<file path="src/rtl/uart_fifo_pkg.sv">
package uart_fifo_pkg;

    localparam int REG_AW = 5;

    localparam logic [REG_AW-1:0] OFS_TXDATA = 5'h00;
    localparam logic [REG_AW-1:0] OFS_RXDATA = 5'h04;
    localparam logic [REG_AW-1:0] OFS_CTRL   = 5'h08;
    localparam logic [REG_AW-1:0] OFS_STAT   = 5'h0C;
    localparam logic [REG_AW-1:0] OFS_THR    = 5'h10;

    // control bit positions
    localparam int C_TXFLUSH = 22;
    localparam int C_RXFLUSH = 23;
    localparam int C_CLRERR  = 24;
    localparam int C_RXIE    = 27;
    localparam int C_TXIE    = 28;

    localparam logic [31:0] CTRL_MASK = (32'd1 << C_TXFLUSH) | (32'd1 << C_RXFLUSH)
                                      | (32'd1 << C_CLRERR)  | (32'd1 << C_RXIE)
                                      | (32'd1 << C_TXIE);

    // status bit positions
    localparam int S_OVF     = 18;
    localparam int S_RXEMPTY = 20;
    localparam int S_TXFULL  = 21;
    localparam int S_TXEMPTY = 22;

    typedef enum logic {Q_RUN, Q_HELD} q_state_e;
    typedef enum logic {IRQ_IDLE, IRQ_RAISED} irq_state_e;

endpackage

</file>
<file path="src/rtl/uart_fifo_queue.sv">
module uart_fifo_queue
    import uart_fifo_pkg::*;
#(
    parameter int DEPTH = 64,
    parameter int DW    = 8
) (
    input  logic          clk,
    input  logic          rst_n,
    input  logic          flush,
    input  logic          push,
    input  logic [DW-1:0] push_data,
    input  logic          pop,
    output logic [DW-1:0] head,
    output logic [$clog2(DEPTH+1)-1:0] level,
    output logic          has_data,
    output logic          can_push,
    output logic          full
);
    localparam int AW = $clog2(DEPTH);
    localparam int LW = $clog2(DEPTH+1);

    q_state_e         state_q, state_d;
    logic [DW-1:0]    mem [DEPTH];
    logic [AW-1:0]    wr_ptr, rd_ptr;
    logic [LW-1:0]    count;
    logic             push_ok, pop_ok, open;

    // state register
    always_ff @(posedge clk or negedge rst_n) begin
        if (!rst_n) state_q <= Q_RUN;
        else        state_q <= state_d;
    end

    always_comb begin
        state_d = state_q;
        unique case (state_q)
            Q_RUN:  if (flush)  state_d = Q_HELD;
            Q_HELD: if (!flush) state_d = Q_RUN;
        endcase
    end

    // outputs
    always_comb begin
        open = 1'b0;
        unique case (state_q)
            Q_RUN:  open = !flush;
            Q_HELD: open = 1'b0;
        endcase
        full     = open && (count == LW'(DEPTH));
        has_data = open && (count != '0);
        can_push = open && (count != LW'(DEPTH));
        level    = count;
        head     = mem[rd_ptr];
        push_ok  = push && can_push;
        pop_ok   = pop && has_data;
    end

    always_ff @(posedge clk or negedge rst_n) begin
        if (!rst_n) begin
            wr_ptr <= '0;
            rd_ptr <= '0;
            count  <= '0;
        end else begin
            unique case (state_q)
                Q_RUN: begin
                    if (flush) begin
                        wr_ptr <= '0;
                        rd_ptr <= '0;
                        count  <= '0;
                    end else begin
                        if (push_ok) wr_ptr <= wr_ptr + AW'(1);
                        if (pop_ok)  rd_ptr <= rd_ptr + AW'(1);
                        count <= count + LW'(push_ok) - LW'(pop_ok);
                    end
                end
                Q_HELD: begin
                    wr_ptr <= '0;
                    rd_ptr <= '0;
                    count  <= '0;
                end
            endcase
        end
    end

    always_ff @(posedge clk) begin
        if (push_ok) mem[wr_ptr] <= push_data;
    end

endmodule

</file>
<file path="src/rtl/uart_fifo_irq.sv">
module uart_fifo_irq
    import uart_fifo_pkg::*;
(
    input  logic       clk,
    input  logic       rst_n,
    input  logic [7:0] rx_level,
    input  logic [7:0] tx_level,
    input  logic [7:0] rx_thr,
    input  logic [7:0] tx_thr,
    input  logic       rx_en,
    input  logic       tx_en,
    output logic       irq
);
    irq_state_e state_q, state_d;
    logic       cause;

    always_ff @(posedge clk or negedge rst_n) begin
        if (!rst_n) state_q <= IRQ_IDLE;
        else        state_q <= state_d;
    end

    always_comb begin
        cause   = (rx_en && (rx_level >= rx_thr)) || (tx_en && (tx_level < tx_thr));
        state_d = state_q;
        unique case (state_q)
            IRQ_IDLE:   if (cause)  state_d = IRQ_RAISED;
            IRQ_RAISED: if (!cause) state_d = IRQ_IDLE;
        endcase
    end

    always_comb begin
        irq = 1'b0;
        unique case (state_q)
            IRQ_IDLE:   irq = 1'b0;
            IRQ_RAISED: irq = 1'b1;
        endcase
    end

endmodule

</file>
<file path="src/rtl/uart_fifo_ctrl.sv">
module uart_fifo_ctrl
    import uart_fifo_pkg::*;
#(
    parameter int DEPTH = 64
) (
    input  logic              clk,
    input  logic              rst_n,
    input  logic              reg_wr_en,
    input  logic              reg_rd_en,
    input  logic [REG_AW-1:0] reg_addr,
    input  logic [31:0]       reg_wdata,
    output logic [31:0]       reg_rdata,
    output logic [7:0]        tx_byte,
    output logic              tx_valid,
    input  logic              tx_ready,
    input  logic [7:0]        rx_byte,
    input  logic              rx_valid,
    output logic              rx_ready,
    output logic              irq
);
    localparam int LW = $clog2(DEPTH+1);

    logic [31:0]   ctrl_q;
    logic [15:0]   thr_q;
    logic          ovf_q;
    logic          tx_push, rx_pop, tx_full, rx_full, tx_has, rx_has, rx_can;
    logic [LW-1:0] tx_level, rx_level;
    logic [7:0]    rx_head;
    logic          flush_tx, flush_rx, clr_err, ie_rx, ie_tx, tx_empty, rx_empty;
    logic [31:0]   stat;

    assign flush_tx = ctrl_q[C_TXFLUSH];
    assign flush_rx = ctrl_q[C_RXFLUSH];
    assign clr_err  = ctrl_q[C_CLRERR];
    assign ie_rx    = ctrl_q[C_RXIE];
    assign ie_tx    = ctrl_q[C_TXIE];
    assign tx_push  = reg_wr_en && (reg_addr == OFS_TXDATA);
    assign rx_pop   = reg_rd_en && (reg_addr == OFS_RXDATA);
    assign tx_empty = !tx_has;
    assign rx_empty = !rx_has;

    uart_fifo_queue #(.DEPTH(DEPTH), .DW(8)) u_txq (
        .clk(clk), .rst_n(rst_n), .flush(flush_tx),
        .push(tx_push), .push_data(reg_wdata[7:0]), .pop(tx_ready),
        .head(tx_byte), .level(tx_level), .has_data(tx_has),
        .can_push(), .full(tx_full)
    );

    uart_fifo_queue #(.DEPTH(DEPTH), .DW(8)) u_rxq (
        .clk(clk), .rst_n(rst_n), .flush(flush_rx),
        .push(rx_valid), .push_data(rx_byte), .pop(rx_pop),
        .head(rx_head), .level(rx_level), .has_data(rx_has),
        .can_push(rx_can), .full(rx_full)
    );

    assign tx_valid = tx_has;
    assign rx_ready = rx_can;

    uart_fifo_irq u_irq (
        .clk(clk), .rst_n(rst_n),
        .rx_level(8'(rx_level)), .tx_level(8'(tx_level)),
        .rx_thr(thr_q[7:0]), .tx_thr(thr_q[15:8]),
        .rx_en(ie_rx), .tx_en(ie_tx), .irq(irq)
    );

    always_ff @(posedge clk or negedge rst_n) begin
        if (!rst_n) begin
            ctrl_q <= '0;
            thr_q  <= '0;
            ovf_q  <= 1'b0;
        end else begin
            if (reg_wr_en && reg_addr == OFS_CTRL) ctrl_q <= reg_wdata & CTRL_MASK;
            if (reg_wr_en && reg_addr == OFS_THR)  thr_q  <= reg_wdata[15:0];
            if (clr_err)                   ovf_q <= 1'b0;
            else if (tx_push && tx_full)   ovf_q <= 1'b1;
        end
    end

    always_comb begin
        stat            = '0;
        stat[7:0]       = 8'(rx_level);
        stat[15:8]      = 8'(tx_level);
        stat[S_OVF]     = ovf_q;
        stat[S_RXEMPTY] = rx_empty;
        stat[S_TXFULL]  = tx_full;
        stat[S_TXEMPTY] = tx_empty;
    end

    always_comb begin
        reg_rdata = '0;
        unique case (reg_addr)
            OFS_RXDATA: reg_rdata = rx_has ? {24'd0, rx_head} : 32'd0;
            OFS_CTRL:   reg_rdata = ctrl_q;
            OFS_STAT:   reg_rdata = stat;
            OFS_THR:    reg_rdata = {16'd0, thr_q};
            default:    reg_rdata = '0;
        endcase
    end

endmodule

</file>
<file path="config.mk">
export PLATFORM = sky130hd
export DESIGN_NAME = uart_fifo_ctrl
export DESIGN_NICKNAME = d
export VERILOG_FILES = /design/src/rtl/uart_fifo_pkg.sv /design/src/rtl/uart_fifo_queue.sv /design/src/rtl/uart_fifo_irq.sv /design/src/rtl/uart_fifo_ctrl.sv
export SDC_FILE = /design/constraint.sdc
export NUM_CORES = 1
export LEC_CHECK = 0
export BUFFER_PORTS_ARGS = -buffer_cell sky130_fd_sc_hd__buf_4
export CAP_MARGIN = 5
export CORE_AREA = 8 8 369 299
export DETAILED_ROUTE_END_ITERATION = 10
export DIE_AREA = 0 0 377 307
export GPL_TIMING_DRIVEN = 0
export PLACE_DENSITY_LB_ADDON = 0.2
export RECOVER_POWER = 25
export SLEW_MARGIN = 20
export SYNTH_ARGS = -nofsm -noshare
export SYNTH_HDL_FRONTEND = slang
export SYNTH_SLANG_ARGS = --single-unit
</file>
<file path="constraint.sdc">
create_clock -name clk -period 3.4 [get_ports clk]
set_input_delay 0.34 -clock clk [delete_from_list [all_inputs] [get_ports clk]]
set_output_delay 0.34 -clock clk [all_outputs]
set_load 0.005 [all_outputs]
</file>
# After elaboration in Yosys (flattened, before gate mapping)

Memory sizes are Yosys's and may differ from the RTL's.
Index checks and enable logic that the tools add are counted.
W data, S select, Z words.

Flip-flop bits (word level): 63
Bits in writable memories: 1024
Output and inout bits: 43
Word-level logic and storage cells: 93
Memories kept: 2

Memories:

| name      | depth | width | rd ports | clocked after memory_dff | write ports | RTL line              | text |
|---|---|---|---|---|---|---|---|
| u_rxq.mem | 64    | 8     | 1        | 0                        | 1           | uart_fifo_queue.sv:23 | `logic [DW-1:0] mem [DEPTH];` |
| u_txq.mem | 64    | 8     | 1        | 0                        | 1           | uart_fifo_queue.sv:23 |  |

Add/subtract/negate cells: 8
Magnitude comparators: 2
Equality and inequality tests: 11
Multiplexer cells: 30
Bitwise gates (word level): 3
Reduce and logical (&&, ||, !) cells: 25

Operators with widths:

| kind                  | number |
|---|---|
| $pmux W29 S4          | 1 |
| $mux W6               | 8 |
| $pmux W6 S2           | 4 |
| $pmux W7 S2           | 2 |
| $add A6 B1 Y6 const B | 4 |
| $logic_and A1 B1 Y1   | 16 |
| $add A7 B1 Y7         | 2 |
| $mux W7               | 2 |
| $ne A7 B7 Y1 const B  | 2 |
| $reduce_bool A7 Y1    | 2 |
| $sub A7 B1 Y7         | 2 |
| $ne A3 B2 Y1 const B  | 4 |
| $eq A5 B4 Y1 const B  | 2 |
| $mux W1               | 9 |
| $ge A7 B8 Y1          | 1 |
| $lt A7 B8 Y1          | 1 |
| $mux W8               | 1 |
| $eq A7 B7 Y1 const B  | 1 |
| $pmux W1 S2           | 3 |
| $eq A5 B3 Y1 const B  | 1 |
| $eq A5 B5 Y1 const B  | 1 |
| $logic_not A5 Y1      | 1 |
| $logic_not A1 Y1      | 4 |
| $not A1 Y1            | 3 |
| 2 further kinds       | 2 |

# Depth between registers and ports, before layout

Word-level depth: 8
Gate-level depth with buffers: 17
Depth with buffers taken out: 17

# Hierarchy

A second synthesis with hierarchy kept.

Cells, all modules: 2325
Area total of the unflattened synthesis: 44056.0 um^2

By module, submodules not included:

| module                  | instances | cells each | area an instance (um^2) | sequential area each (um^2) |
|---|---|---|---|---|
| uart_fifo_queue (u_rxq) | 1         | 1083       | 21185.3                 | 15875.2 |
| uart_fifo_queue (u_txq) | 1         | 1083       | 21172.8                 | 15875.2 |
| uart_fifo_ctrl          | 1         | 106        | 1296.2                  | 550.5 |
| uart_fifo_irq           | 1         | 53         | 401.6                   | 25.0 |

# Worst setup path before layout

No wires, ideal clock.

Kind: reg-to-reg
From: reg ctrl_q[23]
To: reg u_rxq.count[6], in the netlist u_rxq.level[6]
Setup time: 0.130 ns
Arrival: 3.101 ns
Data required time: 3.270 ns
Slack: 0.169 ns
Stages on the path, launching flop included: 18
Period minus slack after synthesis: 3.231 ns
Cells stage by stage: dfrtp_1 > or2_2 > clkbuf_1 > a41oi_1 > and4b_1 > and2_1 > buf_2 > ha_1 > inv_1 > ha_1 > inv_1 > fa_1 > nand2b_1 > a21oi_1 > o21ai_0 > a21oi_1 > or3_1 > a21oi_1

Cells in the longest elaborated chain, start to end: 8
Elaborated cells between the ends (all ways): 10
Those cells by class: add/sub: 2; mux: 3; reduce/logical: 5

Ends and longest elaborated chain:

| what                   | RTL line              | text |
|---|---|---|
| start, declared        | uart_fifo_ctrl.sv:23  | `logic [31:0] ctrl_q;` |
| start signal, assigned | uart_fifo_ctrl.sv:72  | `if (reg_wr_en && reg_addr == OFS_CTRL) ctrl_q <= reg_wdata & CTRL_MASK;` |
| $logic_not A1 Y1       | n/a                   |  |
| $pmux W1 S2            | uart_fifo_queue.sv:45 | `unique case (state_q)` |
| $logic_and A1 B1 Y1    | uart_fifo_queue.sv:51 | `can_push = open && (count != LW'(DEPTH));` |
| $logic_and A1 B1 Y1    | uart_fifo_queue.sv:54 | `push_ok = push && can_push;` |
| $add A7 B1 Y7          | uart_fifo_queue.sv:73 | `count <= count + LW'(push_ok) - LW'(pop_ok);` |
| $sub A7 B1 Y7          | uart_fifo_queue.sv:73 |  |
| $mux W7 *              | uart_fifo_queue.sv:66 | `if (flush) begin` |
| $pmux W7 S2 *          | uart_fifo_queue.sv:64 | `unique case (state_q)` |
| end signal, assigned   | uart_fifo_queue.sv:73 |  |
| end, declared          | uart_fifo_queue.sv:25 | `logic [LW-1:0] count;` |

Every way passes the cells marked *; elsewhere a longest branch is shown, timed or not.
A chain may end at the register's enable or synchronous reset.

# Worst setup path in the final report

From: reg u_txq.rd_ptr[0]
To: out tx_byte[4]

Cells in the longest elaborated chain, start to end: 1

Ends and longest elaborated chain:

| what                   | RTL line              | text |
|---|---|---|
| start, declared        | uart_fifo_queue.sv:24 | `logic [AW-1:0] wr_ptr, rd_ptr;` |
| start signal, assigned | uart_fifo_queue.sv:72 | `if (pop_ok) rd_ptr <= rd_ptr + AW'(1);` |
| $mem_v2 Z64 W8         | n/a                   |  |
| end, declared          | uart_fifo_ctrl.sv:13  | `output logic [7:0] tx_byte,` |

Every way passes these cells.

==> flow_summary.toml <==
[timing]
period_minus_slack_ns = 3.536
rsz0062_at_grt = "yes"
final-max-slew-violation-count = 918
tightestPinTransition_ns = 3.351
fmax_mhz = 282.8
fin_crit_sh_pct = 104.0
clock_skew_ns = 0.03476
setup_viol = 9
fin_setup_tns_ns = -0.6443
timing.hold.ws_ns = 0.06435
finalHoldViolCount = 0
slew_headroom_pct = -123.4
setup_ws_ns = -0.1356

[critical_path]
worstPathMaxFanout = 7
cp_top_family = "multiplexers"
crit_path_max_incr_delay_ns = 0.59
slowest_stage = "mux4_2"
cp_cell_sequence = "buf_8 > buf_12 > buf_12 > mux4_2 > mux4_2 > a22oi_2 > nand3_2 > buf_6"
crit_type = "flop to output pin"
cp.arrival_ns = 3.20
startpoint_type = "flop"
end_kind = "output pin"
critical_path_required_ns = 3.06
cp_num_buf_inv = 4

[clocking]
insertion_delay_ns = 0.68
cts_tree = "yes"
clk_pin_slew_ns = 0.07
clock-sinks = 1087
numCtsBuffers = 109
clockBufferDepth = 3
cts-root-buf = "clkbuf_16"
htreeDepth = 3

[run_status]
status = "complete, but fails checks"
violations = "max-capacitance violations, max-slew violations, negative setup slack"

[place]
io_buffers = 74
gp_congestion = 0.8938
dp.cells = 3700
hpwl_mm = 72.58

[power]
p_sw_share_pct = 25.85
p_sw_mw = 8.719
cellLeakagePower_nw = 16.42
clkPwrFrac_pct = 34.4
pwr-share-seq_pct = 44.7
ir_worst_vdd_mv = 0.3926
power_frac_comb_pct = 20.8
pwr_density_cell_nw_per_um2 = 646.3
p_int_mw = 25.00

[grt]
overflow = 0
grt_pass1_vias = 22870
grt_pass1_wl_mm = 163.5
grt_max_degree = 66
antenna_found_initial = 2
grtUsageTotal_pct = 19.22

[detailed_routing]
detail_route.wl_per_cell_um = 28.76
routed_via_density = 5.752
vias = 22960
drtAntennaViolNets = 0
first_pass_iters = 7
drc = 0
first_iter_violations = 2616
routed_wirelength_mm = 114.8

[floorplanning]
die_y_um = 307
io_pins = 94
core_um2 = 104000
die_w_um = 377
dieArea_um2 = 115700
row_count = 106
initial_core_util_pct = 41.76

[logic_synthesis]
synthCells = 2214
async_reset_ff_share_pct = 5.796
synthFlopType = "edfxtp_1"
ys_types = 56
synth_top_cell_area_share_pct = 70.82
synth_area_per_cell_um2 = 19.61
ys_seq_area_share_pct = 74.45
syn_area_um2 = 43420
yosys.area.top_type = "edfxtp_1"
synth-seq-cells = 1087
synth_enable_flop_cells = 1024
yosysWarnings = 0
netlist_top_cells_area = "edfxtp_1, mux4_2, dfrtp_1, mux2i_1, nor2_1"

[final_layout]
fillers = 8390
fin_cells = 3992
layout-drive-gt1-share_pct = 34.25
post-route-util_pct = 50.18
multi_input_area_um2 = 11640
seq_area_um2 = 32330
finalNetCount = 2587
syn_to_final_growth_pct = 20.17

[worst_hold_path]
min_path_type = "primary input to flop"

[job]
max-cap-violations = 14
[worst paths after layout]
kind | from | end | slack (ns) | cells past startpoint
hold / removal | rx_valid | u_rxq.wr_ptr[0] | 0.06 | 3
hold reg to reg | ctrl_q[24] | ovf_q | 0.46 | 1
max in group asynchronous | rst_n | u_txq.rd_ptr[1] | 2.42 | 2
setup reg to reg | u_rxq.level[4] | u_rxq.mem[18][0] | 0.01 | 7
setup / recovery | u_txq.rd_ptr[0] | tx_byte[4] | -0.14 | 8
min in group asynchronous | rst_n | u_rxq.level[6] | 0.34 | 2
[flip-flops by register name, indices dropped and copies added, names as in the netlist, 5 cells and up]
name / cells
u_txq.rd_ptr: 6
u_txq.wr_ptr: 6
u_rxq.rd_ptr: 6
u_rxq.wr_ptr: 6
u_txq.mem: 512
ctrl_q: 5
thr_q: 16
u_txq.level: 7
u_rxq.level: 7
u_rxq.mem: 512
[layout by cell type, fill, tap and decap left out, types with 23 or more instances in the layout]
| master | Yosys | routed |
|---|---|---|
| nand2_1 | 72 | 63 |
| buf_4 | 21 | 126 |
| clkbuf_16 | 0 | 121 |
| nor2_4 | 0 | 26 |
| dfrtp_1 | 63 | 60 |
| buf_12 | 1 | 23 |
| edfxtp_1 | 1024 | 1024 |
| inv_1 | 40 | 38 |
| nor2_2 | 0 | 44 |
| buf_6 | 8 | 23 |
| mux2i_1 | 90 | 41 |
| clkinv_1 | 1 | 33 |
| nor2_1 | 174 | 104 |
| mux4_2 | 253 | 253 |
| mux2i_4 | 0 | 33 |
| nand3_1 | 46 | 28 |
| ha_1 | 35 | 33 |
| clkbuf_1 | 47 | 62 |
[synthesized netlist by cell type (5+ instances only)]
master    count
nand3_1      46
nor2_1      174
nand4_1       7
a22oi_1      34
edfxtp_1   1024
mux4_2      253
and3_1        8
xor2_1       15
mux2_2       21
clkbuf_1     47
or3_1         5
dfrtp_1      63
o21ai_0      36
a21oi_1      33
buf_2        26
a211oi_1     12
mux2i_1      90
nand2_1      72
buf_4        21
nand2b_1      7
ha_1         35
o22ai_1       9
nor3_1        6
xnor2_1       7
buf_6         8
nor2b_1      11
inv_1        40
nand3b_1      7
buf_1        18
o221ai_1     15
and2_1       13
a31oi_1      11
[metal layers]
layer  track usage (%)  share of wire [%]
met1             29.92                 46
met3             4.757                9.6
met2             27.34                 43
met4             4.036                2.0
met5                 0                  0
[cell families (layout without fill, tap and decap cells)]
family / count (synthesis) / after routing / synth area share, %
buffers and inverters: 166 / 532 / 1.931
muxes: 364 / 364 / 15.74
xor gates and xnor gates: 22 / 22 / 0.4438
adders and majority gates: 37 / 37 / 1.101
and+or+nand+nor: 372 / 372 / 3.881
DFF: 1087 / 1087 / 74.45
AOI/OAI and AO/OA: 165 / 165 / 2.446
other: 1 / 9 / 0.008636
[area by class of cell]
class	instances	share of cell area (%)
diodes	1	0.004796
plain buffers	124	2.525
clock buffers	134	5.508
clock inverters	65	1.031
inverters	41	0.2997
multi-input cells	968	22.31
flip-flops and latches	1087	61.96
well taps	1404	3.366
repair buffers	168	2.995
[power by group through the flow]
stage | clock network [mW] | logic [mW] | registers [mW]
finish | 11.6 | 7.03 | 15.1
global route | 12.3 | 7.43 | 15.1
CTS | 11.8 | 5.98 | 15.1
detailed placement | 0 | 5.20 | 15.3
global placement | 0 | 5.14 | 15.3
floorplan | 0 | 3.37 | 15.3
[repair_timing]
item,in CTS,in global routing
hold buffers,15,0
cloned,0,10
hold endpoints to repair,78,0
pin swaps,8,32
endpoints found under the setup margin,555,551
setup buffers,14,54
resized for setup,351,167
[worst reg2reg max path, cell delays in order, from the launching register on]
cell	delay [ns]
dfrtp_1	0.35
inv_1	0.08
ha_2	0.21
a41oi_1	0.64
nand2_1	0.27
nor2_1	0.44
nand2_2	0.47
nor2_2	0.58
[metrics by stage]
stage          instance area [um^2]  setup WS [ns]  total power [mW]
4_1_cts                       50850        -0.1646             32.81
5_1_grt                       52180        -0.1933             34.81
6_report                      52180        -0.1356             33.72
3_5_place_dp                  45790        -0.5723             20.52
3_3_place_gp                  45760        -0.6929             20.46
2_1_floorplan                 43450         0.1694             18.63
Power figures use the tool's default switching activity.
